===== config.mk =====
export PLATFORM = sky130hd
export DESIGN_NAME = ircm_meter
export DESIGN_NICKNAME = d
export VERILOG_FILES = /design/src/rtl/ircm_pkg.sv /design/src/rtl/ircm_sync_edge.sv /design/src/rtl/ircm_sat_counter.sv /design/src/rtl/ircm_result_regs.sv /design/src/rtl/ircm_meter.sv
export SDC_FILE = /design/constraint.sdc
export NUM_CORES = 1
export LEC_CHECK = 0
export BUFFER_PORTS_ARGS = -buffer_cell sky130_fd_sc_hd__buf_2
export CORE_ASPECT_RATIO = 0.75
export CORE_UTILIZATION = 46
export DETAILED_ROUTE_END_ITERATION = 16
export PLACE_DENSITY_LB_ADDON = 0.3
export SETUP_SLACK_MARGIN = 0.2
export SLEW_MARGIN = 5
export SYNTH_ARGS = -nofsm -noshare
export SYNTH_HDL_FRONTEND = slang
export SYNTH_HIERARCHICAL = 1
export SYNTH_SLANG_ARGS = --single-unit

===== constraint.sdc =====
create_clock -name clk -period 2.4 [get_ports clk]
set_input_delay 0.12 -clock clk [delete_from_list [all_inputs] [get_ports clk]]
set_output_delay 0.12 -clock clk [all_outputs]
set_load 0.01 [all_outputs]

===== src/rtl/ircm_pkg.sv =====
package ircm_pkg;

    localparam int CNT_W_DEF   = 7;
    localparam int SYNC_DEF    = 2;

    typedef enum logic {
        SEL_PERIOD = 1'b0,
        SEL_HIGH   = 1'b1
    } rd_sel_e;

    typedef struct packed {
        logic rise;
        logic fall;
        logic level;
    } edge_t;

endpackage


===== src/rtl/ircm_sync_edge.sv =====
module ircm_sync_edge
    import ircm_pkg::*;
#(
    parameter int STAGES = SYNC_DEF
) (
    input  logic  clk,
    input  logic  rst,
    input  logic  din,
    output edge_t edg
);
    logic [STAGES:0] sh;

    always_ff @(posedge clk) begin
        if (rst) sh <= '0;
        else     sh <= {sh[STAGES-1:0], din};
    end

    always_comb begin
        edg.level = sh[STAGES-1];
        edg.rise  = sh[STAGES-1] & ~sh[STAGES];
        edg.fall  = ~sh[STAGES-1] & sh[STAGES];
    end
endmodule


===== src/rtl/ircm_sat_counter.sv =====
module ircm_sat_counter #(
    parameter int W = 7
) (
    input  logic         clk,
    input  logic         rst,
    input  logic         clr,
    input  logic         run,
    input  logic         tick,
    output logic [W-1:0] cnt_nxt,
    output logic         ovf_nxt
);
    logic [W-1:0] cnt;
    logic         ovf;
    logic         step;
    logic         at_max;

    always_comb begin
        step    = run & tick;
        at_max  = &cnt;
        cnt_nxt = (step && !at_max) ? cnt + 1'b1 : cnt;
        ovf_nxt = ovf | (step & at_max);
    end

    always_ff @(posedge clk) begin
        if (rst || clr) begin
            cnt <= '0;
            ovf <= 1'b0;
        end else if (run) begin
            cnt <= cnt_nxt;
            ovf <= ovf_nxt;
        end
    end
endmodule


===== src/rtl/ircm_result_regs.sv =====
module ircm_result_regs
    import ircm_pkg::*;
#(
    parameter int W = 7
) (
    input  logic         clk,
    input  logic         rst,
    input  logic         per_commit,
    input  logic [W-1:0] per_cnt,
    input  logic         per_ok,
    input  logic         hi_commit,
    input  logic [W-1:0] hi_cnt,
    input  logic         hi_sat,
    input  logic         rd_en,
    input  rd_sel_e      rd_sel,
    output logic [W:0]   per_q,
    output logic [W:0]   hi_q,
    output logic [W:0]   rd_data
);
    always_ff @(posedge clk) begin
        if (rst) begin
            per_q   <= '0;
            hi_q    <= '0;
            rd_data <= '0;
        end else begin
            if (per_commit)
                per_q <= {per_ok, per_cnt};
            else if (rd_en && rd_sel == SEL_PERIOD)
                per_q[W] <= 1'b0;

            if (hi_commit)
                hi_q <= {hi_sat, hi_cnt};

            if (rd_en)
                rd_data <= (rd_sel == SEL_HIGH) ? hi_q : per_q;
        end
    end
endmodule


===== src/rtl/ircm_meter.sv =====
module ircm_meter
    import ircm_pkg::*;
#(
    parameter int CNT_W       = CNT_W_DEF,
    parameter int SYNC_STAGES = SYNC_DEF
) (
    input  logic           clk,
    input  logic           rst,
    input  logic           ir_raw,
    input  logic           tick_2mhz,
    input  logic           detect_en,
    input  logic           raw_mode,
    input  logic           rd_en,
    input  logic           rd_addr,
    output logic [CNT_W:0] rd_data
);
    edge_t            edg;
    logic             en;
    logic             armed;
    logic             hi_run;
    logic [CNT_W-1:0] per_nxt;
    logic             per_ovf_nxt;
    logic [CNT_W-1:0] hi_nxt;
    logic             hi_ovf_nxt;
    logic             commit;
    logic             per_ok;
    logic             hi_commit;
    logic             cnt_clr;
    logic [CNT_W:0]   per_q;
    logic [CNT_W:0]   hi_q;
    rd_sel_e          rd_sel;

    assign en        = detect_en & raw_mode;
    assign cnt_clr   = ~en | edg.rise;
    assign commit    = en & edg.rise & armed;
    assign per_ok    = ~per_ovf_nxt & (per_nxt != '0);
    assign hi_commit = en & edg.fall & hi_run;
    assign rd_sel    = rd_addr ? SEL_HIGH : SEL_PERIOD;

    ircm_sync_edge #(.STAGES(SYNC_STAGES)) u_sync (
        .clk (clk),
        .rst (rst),
        .din (ir_raw),
        .edg (edg)
    );

    always_ff @(posedge clk) begin
        if (rst || !en) begin
            armed  <= 1'b0;
            hi_run <= 1'b0;
        end else if (edg.rise) begin
            armed  <= 1'b1;
            hi_run <= 1'b1;
        end else if (edg.fall) begin
            hi_run <= 1'b0;
        end
    end

    ircm_sat_counter #(.W(CNT_W)) u_per_cnt (
        .clk     (clk),
        .rst     (rst),
        .clr     (cnt_clr),
        .run     (en),
        .tick    (tick_2mhz),
        .cnt_nxt (per_nxt),
        .ovf_nxt (per_ovf_nxt)
    );

    ircm_sat_counter #(.W(CNT_W)) u_hi_cnt (
        .clk     (clk),
        .rst     (rst),
        .clr     (cnt_clr),
        .run     (hi_run),
        .tick    (tick_2mhz),
        .cnt_nxt (hi_nxt),
        .ovf_nxt (hi_ovf_nxt)
    );

    ircm_result_regs #(.W(CNT_W)) u_regs (
        .clk        (clk),
        .rst        (rst),
        .per_commit (commit),
        .per_cnt    (per_nxt),
        .per_ok     (per_ok),
        .hi_commit  (hi_commit),
        .hi_cnt     (hi_nxt),
        .hi_sat     (hi_ovf_nxt),
        .rd_en      (rd_en),
        .rd_sel     (rd_sel),
        .per_q      (per_q),
        .hi_q       (hi_q),
        .rd_data    (rd_data)
    );
endmodule


==> impl_metrics.toml <==
[min_path]
whs_path_depth = 2
min_path_type = "input port to flop"

[placement]
routabilityCongestion = 0.7634
port_buffers = 15
hpwlAfterDp_mm = 2.505
dp_worst_setup_slack_ps = 597.1

[layout]
fillers = 391
fin_nets = 223
drive_gt1_share_pct = 18.69
layout_commonest_cell = "dfxtp_1"
n_antenna_cell = 0
multiInputGateArea_um2 = 1006
seq_area_um2 = 900.9
final_cell_mix = "dfxtp_1 (45), nor2_1 (36), mux2i_1 (23)"
area_delta_synth_final_pct = 10.45

[route]
drt_iter0_drc = 82
postRouteWirelength_mm = 3.518
num_vias = 1377
drcViolationCount = 0
viasPerCell = 5.119
wl_per_cell_um = 13.08
antenna_left = 0
dr.pass1.iters = 4

[timing]
timing.slew.headroom_pct = 60.85
setup_viol = 0
fin_crit_ps = 1814
holdWs_ps = 35.23
drv_slew = 0
rsz0062_at_grt = "no"
max_clock_freq_mhz = 551.4
period_share_pct = 75.57
hold_viol = 0
final.setup.tns_ps = 0
worst_pin_slew_ps = 587.2
clock_skew_ps = 11.46
setup_slack_ps = 586.4

[critical_path]
cp_max_fo = 3
critical-path-max-stage-delay_ps = 340
path_cells = "ha_1, nand2_1, o211ai_2, o21ai_0, nand2_1, nor4_2, a21oi_1, nand2_1, a21oi_1"
reg2regPathDepth = 9
endpoint_kind = "flop"
rrSetupSlack_ps = 590
cp_slowest_cell = "dfxtp_1"
timing.critical_path.mode_cell = "nand2_1"
worstSetupPathType = "flop to flop"
arrival_ps = 1980
cp.required_ps = 2570
worstSetupStartpointType = "flop"

[cts]
clk_pin_slew_ps = 90
cts_max_level = 2
clock_latency_ps = 300
tritoncts = "done"
cts-root-buf = "clkbuf_8"
cts_hold_buf = 0
cts-buffers-inserted = 5
cts_resized = 0
cts_buffer_depth = 2
cts_sinks = 45
post_cts_buffers = 0

[floorplan]
die_w_um = 77.46
io_pins = 16
start_util_pct = 48.16
core_um2 = 4079
dieHeight_um = 58.60
rows = 20
dieArea_um2 = 4538

[run]
max-cap-violations = 0

[global_routing]
grt_remaining_overflow = 0
grt_pass1_wl_mm = 5.975
antenna_found_initial = 0
grt_usage_pct = 17.45
grt_max_degree = 34
grt_pass1_vias = 1165

[logic_synthesis]
syn_avg_cell_area_um2 = 9.921
yosysWarnings = 6
synth_area_um2 = 1964
syn-num-nets = 208
netlist_instances = 198

[power_and_ir_drop]
powerDensity_nw_per_um2 = 641.0
p_leak_nw = 0.8724
peakVddDrop_mv = 0.3855
power_w = 0.001391

[run_status]
outcome = "finished, final reports clean"
[final timing paths]
check                                  to                           from
max          u_regs/per_q[7]$_SDFFE_PP0P_  u_per_cnt/cnt[0]$_SDFFE_PP0P_
max reg2reg  u_regs/per_q[7]$_SDFFE_PP0P_  u_per_cnt/cnt[0]$_SDFFE_PP0P_
min               u_sync/sh[0]$_SDFF_PP0_                         ir_raw
min reg2reg       u_sync/sh[1]$_SDFF_PP0_        u_sync/sh[0]$_SDFF_PP0_
[stage by stage]
| stage | utilization [%] | instance area (um^2) | cells |
|---|---|---|---|
| final | 53.19 | 2170 | 269 |
| after detailed placement | 50.46 | 2058 | 261 |
| after floorplan | - | 1964 | 198 |
| after global routing | 53.19 | 2170 | 269 |
| after global placement | 50.46 | 2058 | 261 |
| after CTS | 53.19 | 2170 | 269 |
[layout make-up]
cell class / instances / area share [%]
timing repair buffer: 15 / 3.460
clock buffer: 6 / 3.345
multi-input combinational: 144 / 46.37
tap: 55 / 3.172
clock inverter: 2 / 1.788
sequential: 45 / 41.52
inverter: 2 / 0.3460
[metal layers]
layer | part of all wire (%) | track usage (%) | wire length [um] | up-vias
met5 | 0 | 0 | 0 | -
met4 | 1.2 | 8.356 | 43 | 0
met2 | 40 | 23.14 | 1390 | 30
li1 | - | - | - | 728
met3 | 4.3 | 4.806 | 151 | 5
met1 | 55 | 25.75 | 1932 | 614
[state kept, by name, indices dropped and copies added (netlist names)]
name,count
u_per_cnt/ovf,1
u_sync/sh,3
armed,1
u_regs/per_q,8
u_per_cnt/cnt,7
u_hi_cnt/cnt,7
u_regs/rd_data,8
hi_run,1
u_regs/hi_q,8
u_hi_cnt/ovf,1
[power by group]
group | internal [W] | leakage (nW) | switching [W] | total [W]
clock network | 0.000313 | 0.0554 | 0.000256 | 0.000569
logic | 0.0000229 | 0.453 | 0.0000397 | 0.0000626
registers | 0.000755 | 0.364 | 0.00000410 | 0.000759
total | 0.00109 | 0.872 | 0.000300 | 0.00139
[worst max-delay path, delay by kind of cell (launching register included)]
| kind | cells | cell delay, ps |
|---|---|---|
| AND/OR/NAND/NOR | 4 | 590 |
| AO/OA/AOI/OAI | 4 | 520 |
| flip-flops | 1 | 340 |
| adder cells (fa/ha/maj) | 1 | 230 |
Note: power is estimated with default switching activity, not from simulation.
